$ cat src/rtl/cmc_pkg.sv
package cmc_pkg;
  localparam int unsigned REG_W = 8;

  typedef struct packed {
    logic       sub_sel;
    logic       force8;
    logic       main_off;
    logic       sub_en;
    logic       sub_drv;
    logic       per_stop;
    logic [1:0] out_sel;
  } ctl0_t;

  typedef struct packed {
    logic [1:0] div_sel;
    logic       main_drv;
    logic [3:0] spare;
    logic       all_stop;
  } ctl1_t;

  localparam logic [REG_W-1:0] CTL0_RST = 8'h48;
  localparam logic [REG_W-1:0] CTL1_RST = 8'h20;
endpackage

$ cat src/rtl/cmc_regs.sv
module cmc_regs
  import cmc_pkg::*;
(
  input  logic             clk,
  input  logic             rst_n,
  input  logic             wr_stb,
  input  logic             wr_sel,
  input  logic [REG_W-1:0] wr_data,
  input  logic             sub_stable,
  input  logic             wait_req,
  input  logic             wake,
  output ctl0_t            c0,
  output ctl1_t            c1,
  output logic             wait_q
);
  ctl0_t c0_n;
  ctl1_t c1_n;
  logic  wait_n;

  always_comb begin
    c0_n   = c0;
    c1_n   = c1;
    wait_n = wait_q;
    if (wr_stb && !wr_sel) begin
      c0_n = ctl0_t'(wr_data);
      if (!c0.sub_sel && c0_n.sub_sel && !(c0.sub_en && sub_stable))
        c0_n.sub_sel = 1'b0;
    end
    if (wr_stb && wr_sel) begin
      c1_n = ctl1_t'(wr_data);
      if (c1_n.all_stop && !c1.all_stop) begin
        c0_n.sub_drv = 1'b1;
        if (!c0.sub_sel) begin
          c0_n.force8  = 1'b1;
          c1_n.main_drv = 1'b1;
        end
      end
    end
    if (wait_req) wait_n = 1'b1;
    if (wake) begin
      wait_n        = 1'b0;
      c1_n.all_stop = 1'b0;
    end
  end

  always_ff @(posedge clk or negedge rst_n) begin
    if (!rst_n) begin
      c0     <= ctl0_t'(CTL0_RST);
      c1     <= ctl1_t'(CTL1_RST);
      wait_q <= 1'b0;
    end else begin
      c0     <= c0_n;
      c1     <= c1_n;
      wait_q <= wait_n;
    end
  end
endmodule

$ cat src/rtl/cmc_divider.sv
module cmc_divider #(
  parameter int unsigned CNT_W  = 4,
  parameter int unsigned RST_M1 = 7
) (
  input  logic             clk,
  input  logic             rst_n,
  input  logic             run,
  input  logic [CNT_W-1:0] req_m1,
  output logic             tick
);
  logic [CNT_W-1:0] cnt_q, cnt_n, act_q, act_n;

  assign tick = run && (cnt_q == act_q);

  always_comb begin
    cnt_n = cnt_q;
    act_n = act_q;
    if (run) begin
      if (cnt_q == act_q) begin
        cnt_n = '0;
        act_n = req_m1;
      end else begin
        cnt_n = cnt_q + 1'b1;
      end
    end
  end

  always_ff @(posedge clk or negedge rst_n) begin
    if (!rst_n) begin
      cnt_q <= '0;
      act_q <= CNT_W'(RST_M1);
    end else begin
      cnt_q <= cnt_n;
      act_q <= act_n;
    end
  end
endmodule

$ cat src/rtl/cmc_prescale.sv
module cmc_prescale #(
  parameter int unsigned MAIN_LOG2 = 5,
  parameter int unsigned MID_LOG2  = 3,
  parameter int unsigned SUB_LOG2  = 5
) (
  input  logic clk,
  input  logic rst_n,
  input  logic per_run,
  input  logic sub_run,
  input  logic sub_tick,
  output logic f1,
  output logic fmid,
  output logic fmain,
  output logic fsub
);
  logic [MAIN_LOG2-1:0] mcnt_q;
  logic [SUB_LOG2-1:0]  scnt_q;

  assign f1    = per_run;
  assign fmid  = per_run && (&mcnt_q[MID_LOG2-1:0]);
  assign fmain = per_run && (&mcnt_q);
  assign fsub  = sub_run && sub_tick && (&scnt_q);

  always_ff @(posedge clk or negedge rst_n) begin
    if (!rst_n) begin
      mcnt_q <= '0;
      scnt_q <= '0;
    end else begin
      if (per_run) mcnt_q <= mcnt_q + 1'b1;
      if (sub_run && sub_tick) scnt_q <= scnt_q + 1'b1;
    end
  end
endmodule

$ cat src/rtl/clk_mode_ctrl.sv
module clk_mode_ctrl
  import cmc_pkg::*;
#(
  parameter int unsigned DIV_W     = 4,
  parameter int unsigned MAIN_LOG2 = 5,
  parameter int unsigned MID_LOG2  = 3,
  parameter int unsigned SUB_LOG2  = 5
) (
  input  logic             clk,
  input  logic             rst_n,
  input  logic             sub_tick_i,
  input  logic             sub_stable_i,
  input  logic             wr_en_i,
  input  logic             wr_allow_i,
  input  logic             wr_sel_i,
  input  logic [REG_W-1:0] wr_data_i,
  input  logic             wait_req_i,
  input  logic             wake_i,
  output logic [REG_W-1:0] ctl0_o,
  output logic [REG_W-1:0] ctl1_o,
  output logic             wait_o,
  output logic             cpu_ce,
  output logic             f1_ce,
  output logic             f8_ce,
  output logic             f32_ce,
  output logic             fad_ce,
  output logic             fc32_ce
);
  localparam logic [DIV_W-1:0] FORCE_M1 = DIV_W'(7);

  logic             rst_q1_n, rst_q_n;
  ctl0_t            c0;
  ctl1_t            c1;
  logic             wait_q, stopped, main_run, per_run, div_tick;
  logic [DIV_W-1:0] req_m1;

  always_ff @(posedge clk or negedge rst_n) begin
    if (!rst_n) begin
      rst_q1_n <= 1'b0;
      rst_q_n  <= 1'b0;
    end else begin
      rst_q1_n <= 1'b1;
      rst_q_n  <= rst_q1_n;
    end
  end

  cmc_regs u_regs (
    .clk(clk), .rst_n(rst_q_n), .wr_stb(wr_en_i && wr_allow_i),
    .wr_sel(wr_sel_i), .wr_data(wr_data_i), .sub_stable(sub_stable_i),
    .wait_req(wait_req_i), .wake(wake_i), .c0(c0), .c1(c1), .wait_q(wait_q)
  );

  always_comb begin
    if (c0.force8) req_m1 = FORCE_M1;
    else begin
      unique case (c1.div_sel)
        2'b00:   req_m1 = DIV_W'(0);
        2'b01:   req_m1 = DIV_W'(1);
        2'b10:   req_m1 = DIV_W'(3);
        default: req_m1 = DIV_W'(15);
      endcase
    end
  end

  assign stopped  = c1.all_stop;
  assign main_run = !stopped && !c0.main_off;
  assign per_run  = main_run && !(wait_q && c0.per_stop);

  cmc_divider #(.CNT_W(DIV_W), .RST_M1(7)) u_div (
    .clk(clk), .rst_n(rst_q_n), .run(main_run), .req_m1(req_m1), .tick(div_tick)
  );

  cmc_prescale #(.MAIN_LOG2(MAIN_LOG2), .MID_LOG2(MID_LOG2), .SUB_LOG2(SUB_LOG2)) u_pre (
    .clk(clk), .rst_n(rst_q_n), .per_run(per_run), .sub_run(!stopped),
    .sub_tick(sub_tick_i), .f1(f1_ce), .fmid(f8_ce), .fmain(f32_ce), .fsub(fc32_ce)
  );

  always_comb begin
    if (stopped || wait_q) cpu_ce = 1'b0;
    else if (c0.sub_sel)   cpu_ce = sub_tick_i;
    else                   cpu_ce = div_tick;
  end

  assign fad_ce = f1_ce;
  assign ctl0_o = c0;
  assign ctl1_o = c1;
  assign wait_o = wait_q;
endmodule

$ cat config.mk
export PLATFORM = sky130hd
export DESIGN_NAME = clk_mode_ctrl
export DESIGN_NICKNAME = d
export VERILOG_FILES = /design/src/rtl/cmc_pkg.sv /design/src/rtl/cmc_regs.sv /design/src/rtl/cmc_divider.sv /design/src/rtl/cmc_prescale.sv /design/src/rtl/clk_mode_ctrl.sv
export SDC_FILE = /design/constraint.sdc
export NUM_CORES = 1
export LEC_CHECK = 0
export BUFFER_PORTS_ARGS = -buffer_cell sky130_fd_sc_hd__buf_2
export CORE_MARGIN = 5
export CORE_UTILIZATION = 47
export CTS_CLUSTER_DIAMETER = 40
export DETAILED_ROUTE_END_ITERATION = 12
export PLACE_DENSITY_LB_ADDON = 0.1
export REMOVE_ABC_BUFFERS = 1
export SYNTH_ARGS = -nofsm -noshare
export SYNTH_HDL_FRONTEND = slang
export SYNTH_SLANG_ARGS = --single-unit
export TNS_END_PERCENT = 10
$ cat constraint.sdc
create_clock -name clk -period 1.21 [get_ports clk]
set_input_delay 0.0605 -clock clk [delete_from_list [all_inputs] [get_ports clk]]
set_output_delay 0.0605 -clock clk [all_outputs]
set_load 0.02 [all_outputs]
==> out/results.ini, run 1 <==
[status]
failed_checks=negative setup slack
status=complete, but fails checks

[setup_path]
path_class=reg -> out
worst_r2r_path_depth=5
critPathMaxFanout=2
crit_path_top_delay_cell=dfstp_2
r2r-start=u_div.act_q[1]
worstPathRequired_ns=1.15
slowest_delay_ns=0.57
crit_path_start=u_div.act_q[1]
path_cells=xor2_2 > nor4_4 > a22oi_1 > nor3_1 > buf_2
crit_cells=5
start_kind=register
crit_family=flip-flops
arrival_ns=1.70
timing.critical_path.to=cpu_ce
ff2ff_setup_slack_ns=-0.38
critPathCaptureType=output pin
critPathBufInv=1
worstReg2RegEnd=u_div.act_q[3]

[clocking]
worstSkewPairLatency_ns=0.33
cts_buffer_depth=2
cts_root_buf=clkbuf_4
clock-sinks=37
clk_pin_slew_ns=0.11
cts_made_buffers=5
cts_tree=yes
htreeDepth=2

[final_layout]
nets=239
stdcell_area_um2=2400
drive_gt1_share_pct=52.5
stdcell_count=263
n_antenna_cell=0
fill_cells=251
syn_to_final_growth_pct=42.6
utilization_pct=70.8
area.sequential_um2=933
multi_input_area_um2=797

[routing]
drt_iter0_markers=52
wl_per_cell_um=13.2
drc_errors=0
via_per_inst=4.80
routed.top_layer=met4
routed_wl_mm=3.47
wl_met2_mm=1.77
routedLengthMet1_mm=1.50
via_count=1263
firstDrtPassIters=4
wl_met3_um=158
drtAntennaViolNets=0

[global_routing]
grt_pass1_vias=1382
grt_max_degree=36
grt-ovfl-total=0
antenna_found_initial=0
grt_util_all_layers_pct=15.7
grt_pass1_wl_mm=6.13

[power]
seqPwrFrac_pct=42.6
p_sw_mw=1.64
p_int_mw=3.07
leakagePower_nw=1.15
powerDensity_nw_per_um2=1960
finalPower_mw=4.71
p_clk_share_pct=12.8
vdd_drop_max_uv=991
swShare_pct=34.7
p_comb_share_pct=44.5

[yosys]
yosysTopAreaCellShare_pct=46.1
synth-async-reset-ratio_pct=100
yosysUniqueCellTypes=37
synth-seq-cells=37
ys_seq_area_share_pct=55.5
synthesis.area_um2=1680
synth.area.top_cells=dfrtp_1 (46%), mux2_2 (11%), dfstp_2 (9.4%)
synth_common_cells=dfrtp_1 (31), mux2_2 (16), nand2_1 (10), nor2_1 (8)
synth_cells=135
yosysMostFrequentCell=dfrtp_1
syn_area_per_cell_um2=12.5
synth_ff_type=dfrtp_1
synth_warnings=0
yosysTopAreaCell=dfrtp_1
synth_edf_count=0

[sta]
finalHoldViolations=0
fin_tns_setup_ns=-5.10
timing.final.ws_setup_ns=-0.546
final.min_clock_period_ns=1.76
finClkSkew_ns=0.00567
slew_viol_final=0
rsz0062_at_grt=true
fin_crit_sh_pct=145
fmax_mhz=569
setup-violations-final=20

[floorplan]
start_util_pct=49.6
num_rows=21
chipWidth_um=69.8
ioPinCount=40
core-area_um2=3390
die_height_um=69.8
die_area_um2=4880

[placed_design]
routabilityCongestion=0.764
placed_cell_area_um2=2110
place_inst=241
post-dp-hpwl_mm=2.50
io_buffers=39

[run]
cap_violations=0

[min_path]
hold_class=in -> async

==> worst register-to-register path, cell delays in order (launching register included) <==
cell and delay [ns]:
dfstp_2 0.57, xor2_2 0.08, nor4_4 0.30, buf_4 0.17
nand2_1 0.07, mux2_4 0.30
==> state kept, by name, indices dropped and copies added (netlist names) <==
| signal | cells |
|---|---|
| u_regs.c0 | 8 |
| u_regs.c1 | 8 |
| u_pre.mcnt_q | 5 |
| u_pre.scnt_q | 5 |
| u_div.act_q | 4 |
| u_div.cnt_q | 4 |
| rst_q1_n | 1 |
| rst_q_n | 1 |
| u_regs.wait_q | 1 |
==> layout by cell type (no fill, tap or decap), types with 4 or more instances in the layout <==
master	n
dlygate4sd3_1	11
dfstp_2	6
dfrtp_1	31
mux2_2	13
nor2_1	8
buf_6	4
buf_4	28
mux2_4	4
buf_2	35
a21oi_1	5
o21ai_1	4
clkbuf_4	5
nand2_1	10
==> layer usage <==
layer,vias to the layer above,track usage [%]
li1,636,-
met1,594,17.6
met2,27,27.7
met3,6,5.22
met4,0,5.11
met5,-,0
==> logic make-up (layout without fill, tap and decap cells) <==
family | after synthesis | after routing | share of synthesized area (%)
buf+inv | 5 | 87 | 1.93
xor+xnor | 9 | 9 | 4.68
compound gates | 18 | 18 | 6.77
fa+ha+maj | 6 | 6 | 4.46
simple gates | 39 | 39 | 13.1
mux | 20 | 20 | 13.4
flops | 37 | 37 | 55.5
other cells | 1 | 1 | 0.223
==> power by group through the flow <==
stage / Clock (mW) / Combinational (mW) / Sequential (mW)
2_1_floorplan: 0 / 0.869 / 2.14
3_3_place_gp: 0 / 1.76 / 1.95
3_5_place_dp: 0 / 1.83 / 1.98
4_1_cts: 0.642 / 2.00 / 1.99
5_1_grt: 0.691 / 2.33 / 2.07
6_report: 0.605 / 2.10 / 2.01
==> through the flow <==
| stage | worst slack, ns | hold slack (ns) |
|---|---|---|
| after floorplan | -0.550 | -0.235 |
| after global placement | -0.334 | -0.156 |
| after detailed placement | -0.376 | -0.154 |
| after CTS | -0.694 | 0.0000764 |
| after global routing | -0.673 | 0.00828 |
| final | -0.546 | 0.0294 |
==> repair_timing <==
| action | 4_1_cts | 5_1_grt |
|---|---|---|
| buffers inserted | 1 | 2 |
| pin swaps | 6 | 5 |
| setup endpoints to repair | 21 | 24 |
| hold endpoints to repair | 19 | 0 |
| gates resized for setup | 18 | 11 |
| hold buffers | 11 | 0 |
==> final cells by class <==
type | instances | area share, %
Clock buffer | 6 | 1.72
Clock inverter | 2 | 0.417
Multi-Input combinational cell | 93 | 33.2
Sequential cell | 37 | 38.9
Tap cell | 46 | 2.40
Timing Repair Buffer | 79 | 23.4
==> how the worst min path moves through the flow <==
stage | from | endpoint | cells past startpoint
2_1_floorplan | rst_n | rst_q1_n | 0
3_3_place_gp | rst_n | rst_q_n | 1
3_5_place_dp | rst_n | rst_q1_n | 1
4_1_cts | rst_n | rst_q1_n | 2
5_1_grt | rst_n | rst_q1_n | 2
6_report | rst_n | rst_q1_n | 2
Note: power is estimated with default switching activity, not from simulation.
==> inputs of run 2 (changes only) <==
CORE_UTILIZATION = 49   (was 47)
CTS_BUF_LIST = sky130_fd_sc_hd__clkbuf_4 sky130_fd_sc_hd__clkbuf_8   (was unset)
==> out/results.ini, run 2 (synthesis gave the netlist of run 1 again) <==
[status]
status=complete, but fails checks
failed_checks=negative setup slack

[power]
p_int_mw=3.20  ; +4.1%
seqPwrFrac_pct=41.0  ; -1.6 points
vdd_drop_max_uv=1180  ; +19%
p_sw_mw=1.69  ; +3.1%
p_clk_share_pct=14.5  ; +1.7 points
p_comb_share_pct=44.4  ; about the same
swShare_pct=34.5  ; -0.23 points
leakagePower_nw=1.18  ; +2.5%
powerDensity_nw_per_um2=2000  ; +2.1%

[setup_path]
r2r-start=u_div.act_q[1]
worstPathRequired_ns=1.15  ; about the same
critPathMaxFanout=2  ; unchanged
start_kind=register
path_cells=xor2_2 > nor4_4 > a22oi_1 > nor3_1 > buf_2
worst_r2r_path_depth=5  ; unchanged
arrival_ns=1.74  ; +0.04 ns
path_class=reg -> out
critPathBufInv=1  ; unchanged
critPathCaptureType=output pin
crit_cells=5  ; unchanged
ff2ff_setup_slack_ns=-0.44  ; -0.06 ns
worstReg2RegEnd=u_div.act_q[3]
slowest_delay_ns=0.58  ; about the same
crit_path_top_delay_cell=dfstp_2
crit_family=flip-flops

[sta]
final.min_clock_period_ns=1.80  ; +0.0435 ns
timing.final.ws_setup_ns=-0.590  ; -0.0435 ns
fin_tns_setup_ns=-5.82  ; -0.719 ns
fmax_mhz=556  ; -2.4%
finClkSkew_ns=0.00757  ; +0.00190 ns
rsz0062_at_grt=true
finalHoldViolations=0  ; unchanged
setup-violations-final=20  ; unchanged
slew_viol_final=0  ; unchanged
fin_crit_sh_pct=149  ; +3.6 points

[routing]
drtAntennaViolNets=0  ; unchanged
routed_wl_mm=3.77  ; +8.4%
drc_errors=0  ; unchanged
drt_iter0_markers=30  ; -42%
firstDrtPassIters=4  ; unchanged
via_count=1326  ; +5.0%
wl_per_cell_um=14.2  ; +7.2%
via_per_inst=4.98  ; +3.8%

[final_layout]
n_antenna_cell=0  ; unchanged
reg_top3=u_regs.c0 (8), u_regs.c1 (8)
layout_commonest_cell=buf_2
syn_to_final_growth_pct=44.9
stdcell_count=266  ; +1.1%
drive_gt1_share_pct=55.5  ; +2.9 points
final_cell_mix=buf_2 (35), dfrtp_1 (31), buf_4 (30), mux2_2 (15), dlygate4sd3_1 (11)
nets=242  ; +1.3%

[clocking]
cts_made_buffers=5  ; unchanged
clock-sinks=37  ; unchanged
htreeDepth=2  ; unchanged
worstSkewPairLatency_ns=0.34  ; about the same
cts_root_buf=clkbuf_4
cts_buffer_depth=2  ; unchanged
cts_tree=yes
clk_pin_slew_ns=0.11  ; about the same

[global_routing]
grt_pass1_vias=1413  ; +2.2%
grt_pass1_wl_mm=6.48  ; +5.7%
grt_util_all_layers_pct=19.1  ; +3.4 points
grt_max_degree=30  ; -17%
grt-ovfl-total=0  ; unchanged
antenna_found_initial=0  ; unchanged

[floorplan]
num_rows=21  ; unchanged
die_area_um2=4710  ; -3.5%
die_height_um=68.6  ; -1.8%
core-area_um2=3340  ; -1.6%
start_util_pct=50.4  ; +0.78 points
chipWidth_um=68.6  ; -1.8%
ioPinCount=40  ; unchanged

[run]
cap_violations=0  ; unchanged

[placed_design]
io_buffers=39  ; unchanged
place_ws_ns=-0.393  ; -0.0169 ns
place_inst=242  ; +0.41%
post-dp-hpwl_mm=2.56  ; +2.6%
routabilityCongestion=0.794  ; +3.9%

[min_path]
hold_class=in -> async

run 2: cell types whose count changed in the layout (fill, tap and decap cells not counted), sizes merged:
cell	before	now
buf	68	71
clkbuf	6	8
clkinv	2	0
run 2: routing by layer:
layer	GRT usage [%]	routed length, um	vias to the layer above
li1	-	-	639
met2	31.2	1930	27
met3	6.65	166	7
met4	9.18	65	0
met1	22.2	1610	653
met5	0	0	-
run 2: layout make-up:
type                            count  area (um^2)
Sequential cell                    37          933
Timing Repair Buffer               82          587
Clock buffer                        8         66.3
Multi-Input combinational cell     93          795
Tap cell                           46         57.6
Fill cell                         249          898
run 2: worst max-delay path by stage:
stage | from | slack, ns | to
after floorplan | u_div.act_q[1] | -0.55 | cpu_ce
after global placement | u_div.act_q[1] | -0.34 | u_div.act_q[3]
after detailed placement | u_div.act_q[1] | -0.39 | u_div.act_q[0]
after CTS | u_div.act_q[0] | -0.59 | cpu_ce
after global routing | u_div.act_q[1] | -0.69 | cpu_ce
final | u_div.act_q[1] | -0.59 | cpu_ce
run 2: repair_timing:
action,4_1_cts,5_1_grt
buffers inserted,4,1
hold buffers,11,0
gates resized for setup,23,8
setup endpoints to repair,22,23
pin swaps,6,4
hold endpoints to repair,19,0
run 2: power groups by stage:
| stage | combinational [mW] | sequential [mW] | clock (mW) |
|---|---|---|---|
| after detailed placement | 1.84 | 1.99 | 0 |
| final | 2.17 | 2.01 | 0.710 |
| after floorplan | 0.869 | 2.14 | 0 |
| after CTS | 2.05 | 2.00 | 0.744 |
| after global placement | 1.74 | 1.96 | 0 |
| after global routing | 2.39 | 2.06 | 0.792 |
run 2: stage by stage:
| stage | power [mW] | utilization, % | hold WS [ns] | instance area, um^2 |
|---|---|---|---|---|
| 2_1_floorplan | 3.00 | - | -0.235 | 1650 |
| 3_3_place_gp | 3.70 | 63.5 | -0.154 | 2120 |
| 3_5_place_dp | 3.83 | 63.5 | -0.153 | 2120 |
| 4_1_cts | 4.80 | 72.0 | 0.00301 | 2400 |
| 5_1_grt | 5.25 | 73.1 | 0.0163 | 2440 |
| 6_report | 4.89 | 73.1 | 0.0268 | 2440 |
